### config.mk
export PLATFORM = sky130hd
export DESIGN_NAME = flash_rst_seq
export DESIGN_NICKNAME = d
export VERILOG_FILES = /design/src/rtl/flash_rst_pkg.sv /design/src/rtl/rst_pulse_qual.sv /design/src/rtl/rst_delay_cnt.sv /design/src/rtl/flash_rst_seq.sv
export SDC_FILE = /design/constraint.sdc
export NUM_CORES = 1
export LEC_CHECK = 0
export ABC_AREA = 1
export BUFFER_PORTS_ARGS = -buffer_cell sky130_fd_sc_hd__buf_2
export CORE_MARGIN = 5
export CORE_UTILIZATION = 32
export DETAILED_ROUTE_END_ITERATION = 8
export GPL_TIMING_DRIVEN = 1
export PLACE_DENSITY_LB_ADDON = 0.15
export SETUP_SLACK_MARGIN = 0.02
export SYNTH_ARGS = -nofsm -noshare
export SYNTH_HDL_FRONTEND = slang
export SYNTH_SLANG_ARGS = --single-unit
### constraint.sdc
create_clock -name clk -period 1.2 [get_ports clk]
set_input_delay 0.24 -clock clk [delete_from_list [all_inputs] [get_ports clk]]
set_output_delay 0.24 -clock clk [all_outputs]
set_load 0.02 [all_outputs]
### src/rtl/flash_rst_pkg.sv
package flash_rst_pkg;

   // Counter width able to hold values 0..v
   function automatic int cnt_w(input int v);
      return (v < 2) ? 1 : $clog2(v + 1);
   endfunction

   typedef enum logic {
      REC_SHORT = 1'b0,
      REC_LONG  = 1'b1
   } rec_sel_e;

endpackage

### src/rtl/rst_pulse_qual.sv
module rst_pulse_qual #(
   parameter int MIN_LOW = 4
) (
   input  logic clk,
   input  logic rst_n,
   input  logic held,
   output logic accept
);
   import flash_rst_pkg::*;

   localparam int CW = cnt_w(MIN_LOW);

   initial begin : p_par_chk
      assert (MIN_LOW >= 1) else $error("MIN_LOW must be at least 1");
   end

   generate
      if (MIN_LOW == 1) begin : g_direct
         logic seen_q;
         always_ff @(posedge clk or negedge rst_n) begin
            if (!rst_n) seen_q <= 1'b0;
            else        seen_q <= held;
         end
         assign accept = held && !seen_q;
      end else begin : g_count
         localparam logic [CW-1:0] LAST = CW'(MIN_LOW - 1);
         localparam logic [CW-1:0] SAT  = CW'(MIN_LOW);
         logic [CW-1:0] low_cnt_q;
         always_ff @(posedge clk or negedge rst_n) begin
            if (!rst_n)               low_cnt_q <= '0;
            else if (!held)           low_cnt_q <= '0;
            else if (low_cnt_q != SAT) low_cnt_q <= low_cnt_q + 1'b1;
         end
         assign accept = held && (low_cnt_q == LAST);

         // acceptance only after the full width of held samples
         a_r1_width_reached: assert property (@(posedge clk) disable iff (!rst_n)
            accept |=> low_cnt_q == SAT);
      end
   endgenerate

endmodule

### src/rtl/rst_delay_cnt.sv
module rst_delay_cnt #(
   parameter int            W    = 4,
   parameter logic [W-1:0]  INIT = '0
) (
   input  logic         clk,
   input  logic         rst_n,
   input  logic         load,
   input  logic [W-1:0] load_val,
   output logic         zero
);
   logic [W-1:0] cnt_q;

   always_ff @(posedge clk or negedge rst_n) begin
      if (!rst_n)          cnt_q <= INIT;
      else if (load)       cnt_q <= load_val;
      else if (cnt_q != 0) cnt_q <= cnt_q - 1'b1;
   end

   assign zero = (cnt_q == '0);

   // a running delay moves down by exactly one per cycle
   a_r7_steady_countdown: assert property (@(posedge clk) disable iff (!rst_n)
      (!load && cnt_q != '0) |=> cnt_q == $past(cnt_q) - 1'b1);

endmodule

### src/rtl/flash_rst_seq.sv
module flash_rst_seq #(
   parameter int MIN_LOW  = 4,
   parameter int REC_IDLE = 6,
   parameter int REC_BUSY = 25,
   parameter int READ_GAP = 3
) (
   input  logic clk,
   input  logic rst_n,
   input  logic hw_rst_n,
   input  logic supply_ok,
   input  logic eng_busy,
   output logic eng_abort,
   output logic csm_rd_force,
   output logic cmd_en,
   output logic out_en,
   output logic ready
);
   import flash_rst_pkg::*;

   localparam int RW = cnt_w(REC_BUSY);
   localparam int HW = cnt_w(READ_GAP);
   localparam logic [RW-1:0] REC_S = RW'(REC_IDLE);
   localparam logic [RW-1:0] REC_L = RW'(REC_BUSY);
   localparam logic [HW-1:0] GAP   = HW'(READ_GAP);

   initial begin : p_par_chk
      assert (REC_BUSY >= REC_IDLE) else $error("REC_BUSY below REC_IDLE");
      assert (REC_IDLE >= 0)        else $error("REC_IDLE negative");
      assert (READ_GAP >= 1)        else $error("READ_GAP must be at least 1");
   end

   logic     held, rel;
   logic     accept;
   logic     rec_zero, gap_zero;
   logic     abort_q, hold_q, pend_q;
   rec_sel_e rec_sel;
   logic [RW-1:0] rec_val;

   // supply not yet valid counts as reset held
   assign held = !hw_rst_n || !supply_ok;
   assign rel  = !held;

   rst_pulse_qual #(.MIN_LOW(MIN_LOW)) u_qual (
      .clk    (clk),
      .rst_n  (rst_n),
      .held   (held),
      .accept (accept)
   );

   assign rec_sel = eng_busy ? REC_LONG : REC_SHORT;
   assign rec_val = (rec_sel == REC_LONG) ? REC_L : REC_S;

   rst_delay_cnt #(.W(RW), .INIT('0)) u_rec (
      .clk      (clk),
      .rst_n    (rst_n),
      .load     (accept),
      .load_val (rec_val),
      .zero     (rec_zero)
   );

   rst_delay_cnt #(.W(HW), .INIT(GAP)) u_gap (
      .clk      (clk),
      .rst_n    (rst_n),
      .load     (held),
      .load_val (GAP),
      .zero     (gap_zero)
   );

   always_ff @(posedge clk or negedge rst_n) begin
      if (!rst_n) begin
         abort_q <= 1'b0;
         hold_q  <= 1'b1;
         pend_q  <= 1'b1;
      end else begin
         abort_q <= accept;
         if (accept)   hold_q <= 1'b1;
         else if (rel) hold_q <= 1'b0;
         if (accept)                             pend_q <= 1'b1;
         else if (rel && gap_zero && rec_zero)   pend_q <= 1'b0;
      end
   end

   assign eng_abort    = abort_q;
   assign csm_rd_force = hold_q;
   assign ready        = !pend_q;
   assign out_en       = ready && rel;
   assign cmd_en       = ready && rel;

   // a fresh abort always follows a held sample
   a_r1_abort_after_hold: assert property (@(posedge clk) disable iff (!rst_n)
      $rose(eng_abort) |-> $past(held));
   // single-cycle strobe
   a_r4_abort_one_cycle: assert property (@(posedge clk) disable iff (!rst_n)
      eng_abort |=> !eng_abort);
   // read mode forced together with the abort
   a_r5_force_with_abort: assert property (@(posedge clk) disable iff (!rst_n)
      eng_abort |-> csm_rd_force);
   // no drive and no commands while held
   a_r3_quiet_when_held: assert property (@(posedge clk) disable iff (!rst_n)
      held |-> (!out_en && !cmd_en));
   // ready only returns once both delays are spent and the pin is free
   a_r7_ready_gated: assert property (@(posedge clk) disable iff (!rst_n)
      $rose(ready) |-> ($past(rel) && $past(rec_zero) && $past(gap_zero)));

endmodule

==> out/metrics.yaml <==
cts_root_buf: "clkbuf_4"
drc: 0
ys_warn_count: 0
top_level_ports: 10
area_delta_synth_final_pct: 30.28
drv_cap: 0
gr-total-overflow: 0
dp_hpwl_um: 995.1
ys_seq_area_share_pct: 46.48
dr.first_iter.drc_count: 9
synth-edff-count: 0
groute.usage.overall_pct: 9.328
min_period_ps: 1238
yosysMostFrequentCell: "nand2_1"
powerDensity_mw_per_mm2: 2182
first_pass_iters: 2
ys_types: 20
async_flop_share_pct: 100.0
io_buffers: 9
violations: "negative setup slack"
yosys.area.top_type_share_pct: 31.69
grt_first_pass_wirelength_mm: 2.387
grt_setup_unrepaired: "true"
relSlewSlack_pct: 78.10
core-area_mm2: 0.002170
start_util_pct: 32.76
synth.avg_cell_area_um2: 8.562
netlist_instances: 83
antenna_found_initial: 0
syn_nets: 93
worst_slew_pin_slew_ps: 327.4
dieHeight_um: 57.13
postRouteAntennaNets: 0
crit_fanout: 2
status: "finished with violations"
cp.arrival_ps: 1000
post-route-cell-area_um2: 925.9
grt_pass1_vias: 574
totalWireLength_mm: 1.405
vias: 558
drive_gt1_share_pct: 39.39
ys.flop_type: "dfrtp_1"
numCtsBuffers: 3
vdd.ir_drop.worst_mv: 1.150
finalMaxSlewViolations: 0
fp.dieArea_mm2: 0.003263
row_count: 17
die_x_um: 57.13
criticalPathCategory: "flip-flop to output port"
grt_max_degree: 14
antenna_cells: 0
clkTransAtPathRegs_ps: 80
fin_crit_sh_pct: 103.2
hp-class: "input port to flip-flop"
p_leak_nw: 0.4825
endpoint_kind: "output port"
via_per_inst: 4.394
startpoint_type: "flip-flop"
worstSkewPairLatency_ps: 270
setup_ws_ps: -38.00
yosysTopAreaCell: "dfrtp_1"
ys_ff_latch: 13
gp_congestion: 0.8753
hold_viol: 0
cts_tree: "yes"
yosys-top-cells-count: "nand2_1, inv_1, dfrtp_1, nand3_1"
nNetsFinal: 110
netlist_area_um2: 710.7
cts.sinks: 13
placed_cell_area_um2: 799.5
synth_area_leaders: "dfrtp_1, dfstp_2, nand2_1"
htreeDepth: 1
holdWs_ps: 338.2
wire_per_inst_um: 11.06
setup_violations: 6
cts_buffer_depth: 2
cp.required_ps: 960
timing.fmax_mhz: 807.8
finClkSkew_ps: 0.1508
## routing by layer
| layer | GRT usage, % | routed length (um) | vias up |
|---|---|---|---|
| li1 | - | - | 292 |
| met1 | 12.15 | 667 | 253 |
| met2 | 14.03 | 662 | 11 |
| met3 | 2.262 | 63 | 2 |
| met4 | 5.298 | 12 | 0 |
| met5 | 0 | 0 | - |
## through the flow
step / setup slack, ps / power (W) / utilization (%) / TNS, ps / instances
floorplan: 21.09 / 0.001334 / - / 0 / 83
global placement: -29.47 / 0.001544 / 36.85 / -79.24 / 121
detailed placement: -39.91 / 0.001550 / 36.85 / -139.0 / 121
CTS: -54.73 / 0.001935 / 41.00 / -183.2 / 126
global route: -97.18 / 0.002236 / 42.68 / -691.9 / 127
finish: -38.00 / 0.002020 / 42.68 / -135.4 / 127
## state kept, by name, indices dropped and copies added, names as in the netlist
register and cells:
csm_rd_force 1, u_rec.cnt_q 5, u_gap.cnt_q 2, pend_q 1, eng_abort 1, u_qual.g_count.low_cnt_q 3
## kinds of logic (layout without fill, tap and decap cells)
logic type	count (synthesis)	in the layout	share of synthesized area (%)
buffers and inverters	18	34	11.09
and+or+nand+nor	36	36	25.53
adders and majority gates	5	5	8.803
AOI/OAI and AO/OA	11	11	8.098
DFF	13	13	46.48
## what timing repair did
| action | CTS | global route |
|---|---|---|
| pin swaps | 1 | 0 |
| gates cloned | 0 | 0 |
| setup buffers | 0 | 1 |
| endpoints found under the setup margin | 9 | 12 |
| resized for setup | 13 | 9 |
| hold buffers | 1 | 0 |
| hold endpoints to repair | 9 | 0 |
## area by class of cell
cell class                      count  area, um^2
Fill cell                         232        1244
Tap cell                           28       35.03
Clock buffer                        4       26.28
Sequential cell                    13       330.3
Multi-Input combinational cell     52       360.3
Inverter                           16       60.06
Timing Repair Buffer               14       113.9
## cells in the final DEF, fill, tap and decap left out
cell type,instances
a21boi_2,1
a21oi_1,4
buf_2,5
buf_4,3
buf_6,5
clkbuf_1,1
clkbuf_4,3
dfrtp_1,9
dfstp_2,4
dlygate4sd3_1,1
ha_1,1
ha_2,3
ha_4,1
inv_1,13
inv_2,3
nand2_1,16
nand2_2,2
nand2_8,1
nand3_1,6
nand3_2,2
nand3b_2,1
nand4_4,1
nor2_1,3
nor2_2,3
nor2_4,1
o21ai_1,6
## critical path: stages, from the launching register on
cell and delay [ps]:
dfstp_2 540, nor2_2 50, buf_6 140
## power breakdown
part | internal, W | switching, W
registers | 0.000616 | 0.000114
logic | 0.000448 | 0.000574
clock network | 0.000129 | 0.000140
## path summary, 6_finish.rpt
path,start,endpoint,slack [ps],cells past startpoint
max in group asynchronous,rst_n,u_gap.cnt_q[1],540,2
worst min register to register,csm_rd_force,csm_rd_force,480,2
min in group asynchronous,rst_n,eng_abort,380,2
worst min-delay path,eng_busy,u_rec.cnt_q[2],340,4
worst max register to register,u_qual.g_count.low_cnt_q[0],u_rec.cnt_q[0],-10,6
worst max-delay path,pend_q,cmd_en,-40,2
No activity file was read; power rests on OpenSTA's default activity.
